==> config.mk <==
export PLATFORM = sky130hd
export DESIGN_NAME = phy_bringup_seq
export DESIGN_NICKNAME = d
export VERILOG_FILES = /design/src/rtl/phy_bringup_seq.sv
export SDC_FILE = /design/constraint.sdc
export NUM_CORES = 1
export LEC_CHECK = 0
export CORE_ASPECT_RATIO = 1.75
export CORE_MARGIN = 1
export CORE_UTILIZATION = 51
export DETAILED_ROUTE_END_ITERATION = 8
export PLACE_DENSITY_LB_ADDON = 0.05
export SYNTH_ARGS = -nofsm -noshare
export SYNTH_HDL_FRONTEND = slang
export SYNTH_SLANG_ARGS = --single-unit
==> constraint.sdc <==
create_clock -name clk -period 2.25 [get_ports clk]
set_input_delay 0.5625 -clock clk [delete_from_list [all_inputs] [get_ports clk]]
set_output_delay 0.5625 -clock clk [all_outputs]
set_load 0.005 [all_outputs]
==> src/rtl/phy_bringup_seq.sv <==
module phy_bringup_seq #(
  parameter int CAL_WAIT = 4096,
  parameter int RST_HOLD = 100
) (
  input  logic       clk,
  input  logic       rst_n,
  input  logic       start,
  input  logic       auto_cal,
  output logic [5:0] cc_value,
  output logic       cc_auto_en,
  output logic       cc_load,
  output logic [2:0] rx_sel,
  output logic [2:0] tx_sel,
  output logic [1:0] op_mode,
  output logic       stop_tx,
  output logic       stop_rx,
  output logic       pwr_up,
  output logic       init_done
);
  localparam int MAXW = (CAL_WAIT > RST_HOLD) ? CAL_WAIT : RST_HOLD;
  localparam int CW   = $clog2(MAXW) + 1;
  localparam logic [CW-1:0] CAL_LAST  = CW'(CAL_WAIT - 1);
  localparam logic [CW-1:0] HOLD_LAST = CW'(RST_HOLD - 1);
  localparam logic [5:0] MANUAL_CC = 6'h10;

  typedef enum logic [2:0] {S_IDLE, S_CAL, S_LOAD, S_SEL, S_HOLD, S_FIN, S_DONE} st_t;

  st_t st;
  logic [CW-1:0] cnt;
  logic          stop_q;

  assign pwr_up  = 1'b1;
  assign stop_tx = stop_q;
  assign stop_rx = stop_q;

  always_ff @(posedge clk) begin
    if (!rst_n) begin
      st         <= S_IDLE;
      cnt        <= '0;
      cc_value   <= '0;
      cc_auto_en <= 1'b0;
      cc_load    <= 1'b0;
      rx_sel     <= '0;
      tx_sel     <= '0;
      op_mode    <= 2'b00;
      stop_q     <= 1'b1;
      init_done  <= 1'b0;
    end else begin
      case (st)
        S_IDLE: if (start) begin
          cc_value   <= auto_cal ? 6'h00 : MANUAL_CC;
          cc_auto_en <= auto_cal;
          cnt        <= '0;
          st         <= S_CAL;
        end
        S_CAL: begin
          if (cnt == CAL_LAST) begin
            cc_load <= 1'b1;
            st      <= S_LOAD;
          end else begin
            cnt <= cnt + 1'b1;
          end
        end
        S_LOAD: begin
          cc_load <= 1'b0;
          rx_sel  <= 3'd4;
          tx_sel  <= 3'd1;
          st      <= S_SEL;
        end
        S_SEL: begin
          op_mode <= 2'b00;
          stop_q  <= 1'b0;
          cnt     <= '0;
          st      <= S_HOLD;
        end
        S_HOLD: begin
          if (cnt == HOLD_LAST) begin
            op_mode <= 2'b10;
            stop_q  <= 1'b1;
            st      <= S_FIN;
          end else begin
            cnt <= cnt + 1'b1;
          end
        end
        S_FIN: begin
          init_done <= 1'b1;
          st        <= S_DONE;
        end
        default: st <= S_DONE;
      endcase
    end
  end


  load_single_chk: assert property (@(posedge clk) disable iff (!rst_n)
    cc_load |=> !cc_load);


  load_value_chk: assert property (@(posedge clk) disable iff (!rst_n)
    cc_load |-> (cc_auto_en == auto_cal) && (cc_value == (auto_cal ? 6'h00 : MANUAL_CC)));


  hold_sel_chk: assert property (@(posedge clk) disable iff (!rst_n)
    !stop_tx |-> (rx_sel == 3'd4) && (tx_sel == 3'd1) && (op_mode == 2'b00));


  done_mode_chk: assert property (@(posedge clk) disable iff (!rst_n)
    $rose(init_done) |-> (op_mode == 2'b10) && stop_tx && stop_rx);


  done_sticky_chk: assert property (@(posedge clk) disable iff (!rst_n)
    init_done |=> init_done);


  sel_after_load_chk: assert property (@(posedge clk) disable iff (!rst_n)
    $fell(cc_load) |-> (rx_sel == 3'd4) && (tx_sel == 3'd1) && stop_tx);
endmodule

Word-level counts from Yosys, hierarchy flattened

Index checks and enable logic that the tools add are counted.

Register bits after elaboration: 29

Add/subtract/negate cells: 1
Equal/unequal tests: 12
Multiplexer cells: 15
Reductions and logical operators: 9

Operators by type and width:

| cell                                                                     | count |
|---|---|
| 13-bit case mux with 4 select lines                                      | 1 |
| 13-bit 2-to-1 mux                                                        | 3 |
| 3-bit case mux with 5 select lines                                       | 1 |
| 13-bit by 1-bit adder with 13-bit output (second input constant)         | 1 |
| 13-bit by 12-bit equality test with 1-bit output (second input constant) | 1 |
| 13-bit by 7-bit equality test with 1-bit output (second input constant)  | 1 |
| 2-bit != test (second input constant)                                    | 5 |
| 3-bit 2-to-1 mux                                                         | 3 |
| 3-bit by 2-bit equality test with 1-bit output (second input constant)   | 2 |
| 3-bit equality test (second input constant)                              | 2 |
| 2-bit AND reduction                                                      | 3 |
| 5-bit 2-to-1 mux                                                         | 1 |
| 1-bit case mux with 2 select lines                                       | 2 |
| 2-bit case mux with 2 select lines                                       | 1 |
| 4-bit AND reduction                                                      | 1 |
| 2-bit nonzero test                                                       | 2 |
| 4-bit nonzero test                                                       | 1 |
| 3-bit by 1-bit equality test with 1-bit output (second input constant)   | 1 |
| 3-bit logical NOT                                                        | 1 |
| 3-bit AND reduction                                                      | 1 |
| 1-bit 2-to-1 mux                                                         | 2 |
| 2-bit 2-to-1 mux                                                         | 1 |

Depth between registers and ports, before layout

Gate-level depths: netlist (run 1).

Depth after elaboration: 3
Mapped depth: 7

Least setup slack after synthesis (run 1)

OpenSTA, ideal clock, no wires.

Kind: register -> register
Start: register cnt[0]
End: register cnt[6]
Setup time: 0.119 ns
Data arrival time: 1.957 ns
Required time: 2.131 ns
Slack: 0.174 ns
Cell stages (with the launch flop): 7
Path buffers: 0
Clock period less this slack: 2.076 ns
Cells stage by stage: dfxtp_1 -> ha_1 -> nand4_1 -> nor4b_2 -> a2bb2oi_4 -> nor3b_1 -> o221a_1

Cells in the longest elaborated chain, start to end: 3

RTL lines:

| what                                                                              | line   | source |
|---|---|---|
| start, declared                                                                   | 29     | `logic [CW-1:0] cnt;` |
| start signal, assigned                                                            | 61     | `cnt <= cnt + 1'b1;` |
| start signal, assigned                                                            | 82     | `cnt <= cnt + 1'b1;` |
| 13-bit by 1-bit adder with 13-bit output (tied with other cells)                  | 61, 82 |  |
| 13-bit 2-to-1 mux (tied with other cells)                                         | 77     | `if (cnt == HOLD_LAST) begin` |
| 13-bit case mux with 4 select lines / 4-bit AND reduction (equally long branches) | n/a    |  |

Several ways; a longest one is shown, not always the timed one. The select of a mux whose other input is x is not followed.
A chain may end at the register's enable or synchronous reset.

Worst setup path in the final report (run 1)

Start: register cnt[4]
End: register cnt[7]

The elaborated chain is that of the path after synthesis.

==> results.md, run 1 <==
Run status:
- The run finished with clean final reports.

Yosys:
- The most numerous cell in the Yosys netlist is dfxtp_1.
- The mapped netlist covers 0.001340 mm^2.
- The cell accounting for the most synthesized area is dfxtp_1.
- After synthesis, the most frequently instantiated cells are dfxtp_1, nor2_1, buf_4, nand2_1, o21ai_0.
- The post-synthesis async set-or-reset flop share is 0%.
- In the synthesized netlist the dominant register cell turns out to be dfxtp_1.
- In the post-synthesis netlist, the biggest area contributors are dfxtp_1, buf_4, nor2_1, a2bb2oi_4, o211ai_1.
- The number of enable-type register cells in the synthesized netlist is 0.
- The synthesized netlist contains 42 unique library cells.
- Counting every instance in the synthesized netlist gives 158.
- The proportion of netlist area held by the largest area contributor is 34.36%.
- Synthesis inferred 23 register bits.
- For this run, the number of Yosys warnings is 0.
- The proportion of synthesized chip area in sequential cells is 34.36%.
- A synthesized cell averages 8.481 um^2.

Critical path:
- The cell type of the slowest stage on the worst timing path is or4_4.
- On the worst path, the slowest cell contributes a delay of 0.59 ns.
- The critical path class is reg2reg.
- The worst setup path is captured at a flip-flop.
- The worst setup path is launched from a flip-flop.
- Data on the critical path arrives at its endpoint at 2.26 ns.
- In this run the worst path has a maximum fanout of 8.
- For the worst setup path, the data required time is 2.41 ns.
- Traced cell by cell, the critical path runs through or4_1 > or4_4 > a2bb2oi_4 > buf_4 > o211ai_1 > o41ai_1.

Placement:
- OpenSTA, run right after detailed placement, puts the worst setup slack at 0.07470 ns.
- Routability-driven placement finished with a final weighted congestion of 0.8998.
- In this run the tool buffered the top-level ports with 12 buffer cells.
- The HPWL reported at the end of detailed placement is 2247 um.

Detailed routing:
- The detailed router finished its first iteration with 41 violations.
- The residual DRC count is 0.
- In the routed layout, each cell is associated on average with a via count of 5.810.
- The total number of vias is 1162.
- The first detailed-routing pass ran for 4 iterations.
- In the final routed layout, each cell accounts on average for 14.36 um.
- Once detail routing completed, the nets flagged for antenna violations numbered 0.
- Summed over all layers, the routed wires come to 2871 um.

CTS:
- The cell sitting at the root of the clock tree is a clkbuf_8.
- In this run the post-CTS setup repair buffer count came out at 0.
- The total of cells resized after clock tree synthesis is 0.
- In this run the number of H-tree levels came out at 1.
- TritonCTS built the clock tree.
- The longest clock path from root to sink contains 2 buffers.
- The count of hold-fix buffers inserted at cts is 0.
- The clock reaches the later pin of the worst-skew pair after 0.26 ns.
- After clock tree synthesis, the clock-pin slew on the worst setup and hold paths is 0.08 ns.
- The TritonCTS buffer count is 3.
- The total number of clock tree sinks is 23.

Pwr:
- In this run, the combinational gates consume 23.0% of the power.
- The clock network is responsible for 27.8% of the overall power.
- The internal portion of the total power is 0.6502 mW.
- Net switching is 27.73% of the power.
- The net switching power is 0.2495 mW.
- Across the VDD grid, the largest voltage drop is 431.5 uV.
- In this run the static leakage power is 0.5696 nW.
- Dividing total power by cell area gives a power density of 594.3 mW/mm^2.
- The share of total power dissipated in sequential elements is 49.3%.
- The power after layout is 0.8998 mW.

Global routing:
- Global routing used 24.00% of the available tracks.
- The first-pass GRT wire length is 4961 um.
- The via count of the first global-routing pass was 1167.
- For this run the aggregate overflow at the end of global routing stands at 0.
- The number of antenna violations at the first check in global routing is 0.
- The maximum number of pins on one net before global-route repair is 22.

Cells and area:
- The filler cells instantiated in the layout total 229.
- The growth of design area from synthesis to finish is 12.98%.
- The antenna diode count is 0.
- The net count of the finished layout is 180.
- Of the cells placed in the final design, the portion with a size suffix greater than 1 is 13.22%.

Timing:
- The hold violation total from the final report is 0.
- Setup repair after global routing left no endpoint under its margin.
- The final period utilization is 93.18%.
- The max-slew violation count is 0.
- The final setup slack of the worst path is 0.1535 ns.
- The clock period could shrink to 2.096 ns.
- The worst pin sits at a relative slew slack of 61.65%.
- Setup violations remaining at the end of the flow were counted as 0.
- The actual transition at the worst max-transition pin is 0.5741 ns.
- The setup TNS is 0 ns.
- The clock arrives with 0.002385 ns of skew.
- Static timing analysis puts the maximum clock frequency at 477.0 MHz.

Die:
- In this run the count of I/O pins placed on the die edge is 24.
- The core region area is 0.002492 mm^2.
- The effective utilization at floorplan is 53.77%.
- The cell row count is 24.
- The die covers 0.002845 mm^2.
- The floorplan step set the die width to 40.75 um.
- In this run the vertical extent of the chip is 69.81 um.

Min path:
- The path class of the lowest-slack min-delay path is reg2reg.

Job:
- The max-capacitance violation count is 0.
-- power groups by stage --
stage	Sequential (mW)	Combinational, mW	Clock, mW
floorplan	0.443	0.164	0
global placement	0.452	0.204	0
detailed placement	0.453	0.208	0
CTS	0.443	0.209	0.260
global route	0.446	0.233	0.279
finish	0.443	0.207	0.250
-- critical path: cells and delay by family, from the launching register on --
family                 cells  cell delay (ns)
AO/OA/AOI/OAI              3             0.37
buffers and inverters      1             0.18
flip-flops                 1             0.34
AND/OR/NAND/NOR            2             1.10
-- final cells by class --
type | instances | area, um^2 | share of cell area, %
Tap cell | 26 | 32.53 | 2.149
Sequential cell | 23 | 460.4 | 30.41
Timing Repair Buffer | 25 | 217.7 | 14.38
Clock buffer | 4 | 45.04 | 2.975
Multi-Input combinational cell | 121 | 754.5 | 49.83
Inverter | 1 | 3.754 | 0.2479
-- path summary, 6_finish.rpt --
kind | from | to | slack, ns | depth (start not counted)
setup / recovery | cnt[4] | cnt[7] | 0.15 | 6
hold / removal | cnt[1] | cnt[1] | 0.49 | 2
setup reg to reg | cnt[4] | cnt[7] | 0.15 | 6
hold reg to reg | cnt[1] | cnt[1] | 0.49 | 2
-- stage by stage --
step                instances  instance area [um^2]  hold WS [ns]  util, %
global route              200                  1514        0.5440    60.74
floorplan                 167                  1374        0.4564        -
finish                    200                  1514        0.4871    60.74
detailed placement        196                  1469        0.4805    58.94
CTS                       200                  1514        0.4927    60.74
global placement          196                  1469        0.4707    58.94
-- cells by family (layout without fill, tap and decap cells) --
| kind of cell | after synthesis | in the layout | share of synthesized area [%] |
|---|---|---|---|
| flip-flops | 23 | 23 | 34.36 |
| AND/OR/NAND/NOR | 63 | 63 | 25.40 |
| other | 2 | 11 | 0.5604 |
| multiplexers | 1 | 1 | 0.7470 |
| AO/OA/AOI/OAI | 45 | 45 | 26.14 |
| adder cells (fa/ha/maj) | 1 | 1 | 0.9336 |
| buffers and inverters | 23 | 30 | 11.86 |
-- cell usage in the layout, fill, tap and decap left out, drive strengths merged, types with 6 or more instances in the layout --
cell type and instances:
dfxtp 23, nor2 16, clkdlybuf4s50 12, o21ai 8, o211ai 7, conb 11
a21oi 7, nand2 11, buf 13, nand3 6
-- routing by layer --
metal | track usage, % | wire length (um) | vias up
li1 | - | - | 581
met1 | 27.35 | 1143 | 566
met2 | 43.74 | 1672 | 11
met3 | 2.885 | 30 | 4
met4 | 4.444 | 25 | 0
met5 | 0 | 0 | -
-- sequential cells by signal, summed over array words and instances (netlist names) --
name / flops
tx_sel: 1
cc_auto_en: 1
init_done: 1
cc_value: 1
cc_load: 1
stop_rx: 1
st: 3
cnt: 13
op_mode: 1
Power figures use the tool's default switching activity.
==> run 2: changes to the inputs <==
CORE_MARGIN = not set   (was 1)
CORE_UTILIZATION = 28   (was 51)
==> run 2 against run 1 <==
Against the previous run:
- flip-flop and latch count unchanged
- clock-buffer cell count unchanged
- register-to-register slack worse by 0.03 ns
- combinational power up 2%
- largest power group unchanged
- wire length up 13%
- clock skew up 0.0034 ns
- critical endpoint is now cnt[5]
- first-iteration DRC count down 68%
- largest cell class unchanged
==> results.md, run 2 (synthesis gave the netlist of run 1 again) <==
Run status:
- The run finished with clean final reports.

Critical path:
- Data arrives at the worst endpoint at 2.30 ns.
- The endpoint of the lowest-slack register-to-register path is cnt[5].
- The data required time at the worst endpoint is 2.42 ns.
- The worst setup path endpoint is cnt[5].
- Across all register-to-register paths, the minimum setup slack is 0.13 ns.
- The top fanout value on the critical path is 8.
- The worst setup path is launched from a flip-flop.
- Counting cells, the worst reg-to-reg path comes to 6.
- The startpoint identified for the worst register-to-register timing path is cnt[3].
- The endpoint class of the critical path is a flip-flop.
- The launch point of the critical path is cnt[3].
- The critical path class is reg2reg.

Timing:
- The top achievable clock speed is 470.7 MHz.
- Summed over all failing endpoints, the final setup total negative slack is 0 ns.
- The hold violation total from the final report came to 0.
- Setup violations remaining at the end of the flow were counted as 0.
- The max-slew violation count came to 0.
- The final period utilization is 94.42%.
- The smallest clock period supported by the final layout is computed as 2.124 ns.
- The final clock skew is 0.005756 ns.
- The worst hold-check slack is 0.4895 ns.
- Setup repair after global routing left no endpoint under its margin.
- The actual transition at the worst max-transition pin is 0.5968 ns.
- The worst max-slew margin expressed relative to the limit is 60.12%.

CTS:
- In this run the number of H-tree levels came out at 1.
- The root buffer cell is clkbuf_8.
- TritonCTS built the clock tree.
- Clock latency on the worst-skew pair, taken at its later pin, is 0.26 ns.
- The TritonCTS buffer count is 3.
- The number of buffers between clock root and the deepest sink is 2.
- CTS saw 23 sinks.
- Clock-pin slew was measured on the worst setup and hold paths at 0.09 ns.
- The count of hold-fix buffers inserted at cts is 0.

Cells and area:
- Counting flops per register, the top entry is cnt.
- The largest registers in the layout are cnt x13, st x3.
- The number of antenna diodes in the final layout is 0.
- The total area of sequential cells is 460.4 um^2.
- In the layout the commonest cells are dfxtp_1, nor2_1, buf_4.
- The count of nets after finishing is 182.
- The number of fill cells is 491.
- Summing all multi-input logic gate instances after layout gives 757.0 um^2.
- Compared with the post-synthesis result, the final layout area differs by 16.71%.
- Cells fill 33.82% of the core in the end.
- The final non-filler cell total is 228.
- The register with the most flip-flops in the layout has 13 of them.
- Leaving out fill and tap cells, the most frequent cell in the layout is dfxtp_1.
- The share of layout cells above drive strength 1 is 14.77%.

Detailed routing:
- The average wire per cell in the routed design is 14.21 um.
- For this block, the routed nets add up to 3240 um of wire.
- The number of nets with antenna violations after detailed routing is 0.
- The residual DRC count is 0.
- The total number of vias is 1158.
- The pre-antenna-repair detailed-routing pass consisted of 3 iterations.
- The routed via count divided by cell count is 5.079.
- The initial DRC count is 13.

Global routing:
- The overall track demand over capacity in global routing is 14.79%.
- The maximum number of pins on one net before global-route repair is 14.
- The first global-routing pass estimated 5526 um of wire.
- The via count of the first global-routing pass came to 1185.
- The number of antenna violations at the first check in global routing is 0.
- The total global routing overflow is 0.

Pwr:
- For this design the static power due to leakage is 0.5776 nW.
- The maximum ir drop on the vdd rail is 235.8 uV.
- In this run the power density over the cells is 584.0 mW/mm^2.

Die:
- Once the floorplan was initialized, standard cells occupied 28.98% of the core.
- The die boundary width is 54.30 um.
- The die covers 0.005077 mm^2.
- The total area inside the core boundary comes to 0.004624 mm^2.
- From bottom edge to top edge, the die measures 93.52 um.
- The floorplan has 33 rows.
- 24 I/O pins were placed.

Placement:
- The HPWL reported at the end of detailed placement is 2504 um.
- The count of buffers inserted at the top-level ports is 12.
- The cell total after placement is 224.
- Routability-driven placement finished with a final weighted congestion of 0.7649.

Job:
- The max-capacitance violation count is 0.

Min path:
- The path class of the lowest-slack min-delay path is reg2reg.
run 2: cell type report:
| cell class | instances | area share, % |
|---|---|---|
| clock buffer | 4 | 2.880 |
| timing repair buffer | 27 | 14.88 |
| tap | 52 | 4.160 |
| multi-input combinational | 121 | 48.40 |
| sequential | 23 | 29.44 |
| inverter | 1 | 0.2400 |
run 2: repair_timing:
item,4_1_cts,5_1_grt
setup endpoints to repair,0,1
resized for setup,0,1
buffers inserted,0,0
run 2: metal layers:
metal	track usage, %	vias to the layer above	share of wire, %
met1	15.70	563	41
met4	5.769	0	1.0
met2	27.34	9	56
met3	1.951	2	1.5
met5	0	-	0
li1	-	584	-
run 2: power breakdown:
part,total [mW],switching [mW],internal (mW)
Combinational,0.211,0.110,0.101
Sequential,0.442,0.0187,0.423
Clock,0.260,0.134,0.126
run 2: worst min-delay path by stage:
stage	from	end	slack (ns)	cells after the start
floorplan	cnt[1]	cnt[1]	0.46	2
global placement	op_mode[1]	op_mode[1]	0.47	2
detailed placement	op_mode[1]	op_mode[1]	0.48	2
CTS	op_mode[1]	op_mode[1]	0.49	2
global route	init_done	init_done	0.54	2
finish	op_mode[1]	op_mode[1]	0.49	2
run 2: per-stage QoR:
stage          setup slack [ns]  cell area [um^2]  total power, mW
5_1_grt                0.008876              1564           0.9721
3_3_place_gp            0.08951              1516           0.6668
4_1_cts                  0.1061              1562           0.9356
3_5_place_dp            0.01652              1516           0.6667
2_1_floorplan            0.1745              1374           0.6070
6_report                 0.1255              1564           0.9133
run 2: worst max-delay path: stages (launching register included):
cell       delay [ns]
dfxtp_1          0.32
or4_1            0.53
or4_4            0.60
a2bb2oi_4        0.22
buf_4            0.18
a21oi_1          0.06
o32ai_1          0.13
==> run 3: changes to the inputs <==
CAP_MARGIN = 0   (was not set)
REMOVE_ABC_BUFFERS = 1   (was not set)
==> run 3 against run 2 <==
Against the previous run:
- die area unchanged
- first-iteration DRC count up 85%
- clock power up 5%
- utilization up 1.2 points
- non-clock buffer count up 6
- critical path type unchanged
- clock skew up 0.0024 ns
- design area up 3.5%
- global-route usage up 0.89 points
- worst setup slack worse by 0.029 ns
- largest cell class unchanged
- critical path depth unchanged
- sequential power about the same
==> results.md, run 3 (synthesis gave the netlist of run 1 again) <==
Die:
- The die is 93.52 um tall.
- For this configuration, the core starts out at a cell density of 28.98%.
- Measured along the x axis, the die boundary spans 54.30 um.
- The area of the die is 0.005077 mm^2.
- In this run the core area contains 33 standard-cell rows.
- In this run the count of I/O pins placed on the die edge is 24.
- In this run the standard cell core region covers 0.004624 mm^2.

Critical path:
- The cell type of the slowest stage on the worst timing path is or4_1.
- Of all nets on the critical path, the largest fanout is 4.
- The critical path goes through or4_1 > or4_4 > buf_4 > a2bb2oi_1 > or3_1 > a21boi_0.
- By startpoint and endpoint, the worst setup path is classified as reg2reg.
- STA puts the critical path data arrival time at 2.32 ns.
- The startpoint of the lowest-slack register-to-register path is cnt[2].
- The launching element type of the critical path is a flip-flop.
- The endpoint of the lowest-slack register-to-register path is cnt[11].
- Measured in cells, the most critical reg-to-reg path has a length of 6.
- STA puts the critical path data required time at 2.42 ns.
- The register-to-register path setup slack is 0.1 ns.
- For this run, the slowest stage of the critical path takes 0.56 ns.
- The worst setup path is captured at a flip-flop.

Placement:
- After detailed placement, the design holds a cell count of 229.
- The placer congestion estimate is 0.7562.
- The HPWL reported at the end of detailed placement is 2678 um.
- The count of buffers inserted at the top-level ports is 12.

Timing:
- The final-report setup violation count is 0.
- Setup repair after global routing left no endpoint under its margin.
- On the final layout, the worst hold slack is 0.4963 ns.
- The setup TNS is 0 ns.
- The max-slew violation count is 0.
- The final critical path takes up 95.69% of the cycle.
- The time the worst path needs with I/O delays and setup is 2.153 ns.
- Between clock sinks in the finished design, the worst skew comes to 0.008106 ns.
- Static timing analysis puts the maximum clock frequency at 464.5 MHz.
- The hold violation total from the final report is 0.

Pwr:
- The cell leakage power is 0.6160 nW.
- Power comes to 0.9438 mW.
- Power spread over the standard cell area amounts to 582.9 mW/mm^2.
- IR analysis of the VDD net gives a maximum drop of 217.8 uV.

Cells and area:
- The number of antenna diodes in the final layout is 0.
- The growth of design area from synthesis to finish is 20.82%.
- Once layout is complete, the cells apart from fillers number 234.
- For this run, the share of the core covered by cells in the final layout is 35.01%.
- The flip-flop count of the largest register, all copies and words added is 13.
- The register name with the most flops is cnt.
- Leaving out fill and tap cells, the most frequent cells in the layout are dfxtp_1, buf_4, nor2_1.
- The number of fill cells is 501.
- The largest registers in the layout are cnt x13, st x3.
- Leaving out fill and tap cells, the most frequent cell in the layout is dfxtp_1.
- The share of layout cells above drive strength 1 is 17.03%.
- The count of nets after finishing is 188.

Global routing:
- Entering global routing, the biggest net connects 15 pins.
- The via count of the first global-routing pass was 1180.
- The number of antenna violations at the first check in global routing is 0.
- The first global-routing pass estimated 5644 um of wire.
- The total global routing overflow is 0.
- The overall track demand over capacity in global routing is 15.67%.

CTS:
- Clock tree synthesis inserted a total of 3 buffers.
- After clock tree synthesis, the repair step resized 0 gates.
- The total number of clock tree sinks is 23.
- CTS built an H-tree with a depth of 1.
- TritonCTS built the clock tree.
- The clock passes through at most 2 buffers.
- CTS placed an instance of clkbuf_8 at the clock tree root.
- Clock-pin slew was measured on the worst setup and hold paths at 0.09 ns.
- The clock latency on the worst-skew pair is 0.27 ns.

Detailed routing:
- The detailed-routing iteration count for the pre-antenna-repair pass is 4.
- Using the TritonRoute via totals, the vias-per-cell ratio works out to 5.128.
- After detailed routing, the total wire length is 3472 um.
- The final route contains 1200 vias.
- The initial DRC count is 24.
- In the final routed layout, each cell accounts on average for 14.84 um.
- The count of nets left with antenna violations once routing finished came out at 0.
- After detailed routing, the number of remaining DRC violations is 0.

Job:
- The max-capacitance violation count is 0.

Min path:
- The path class of the lowest-slack min-delay path is reg2reg.
- The sink of the worst hold path is init_done.
- The worst hold path stage count is 2.
- The start point of the worst hold path is init_done.

Run status:
- The flow ran to the end, and the final reports show no timing, DRC or antenna violations.
[run 3: what timing repair did]
action	CTS	global route
endpoints found under the setup margin	0	6
buffers inserted	0	1
hold buffers	0	0
[run 3: critical path, delay by kind of cell, from the launching register on]
family | cells | cell delay, ns
AND/OR/NAND/NOR | 3 | 1.23
flip-flops | 1 | 0.34
AO/OA/AOI/OAI | 2 | 0.31
buffers and inverters | 1 | 0.18
[run 3: worst max path at each step]
stage,from,to,slack [ns],cells past startpoint
after floorplan,cnt[0],cnt[6],0.07,6
after global placement,cnt[2],cnt[3],0.01,6
after detailed placement,cnt[2],cnt[11],0.05,6
after CTS,cnt[2],cnt[1],0.03,6
after global routing,cnt[2],cnt[11],0.0005,6
final,cnt[2],cnt[11],0.1,6
[run 3: routing by layer]
layer / GRT usage [%] / up-vias / routed length, um
met3: 1.463 / 5 / 77
met5: 0 / - / 0
met1: 16.68 / 577 / 1410
met4: 6.410 / 0 / 63
met2: 29.17 / 20 / 1921
li1: - / 598 / -
[run 3: power by group]
group          leakage, nW  total, mW  internal [mW]  switching (mW)
Sequential           0.186      0.440          0.423          0.0165
Clock               0.0228      0.274          0.127           0.147
Combinational        0.407      0.230          0.114           0.116
Total                0.616      0.944          0.664           0.279
[run 3: layout make-up]
| class | count | area (um^2) | share of cell area, % |
|---|---|---|---|
| Sequential cell | 23 | 460.4 | 28.44 |
| Clock buffer | 4 | 45.04 | 2.782 |
| Inverter | 1 | 3.754 | 0.2318 |
| Timing Repair Buffer | 33 | 290.3 | 17.93 |
| Tap cell | 52 | 65.06 | 4.019 |
| Multi-Input combinational cell | 121 | 754.5 | 46.60 |
[run 3: through the flow]
step / cell area (um^2) / setup slack [ns]
final: 1619 / 0.09697
after global routing: 1619 / 0.0005069
after CTS: 1599 / 0.03135
after detailed placement: 1554 / 0.04540
after global placement: 1554 / 0.01222
after floorplan: 1219 / 0.06533
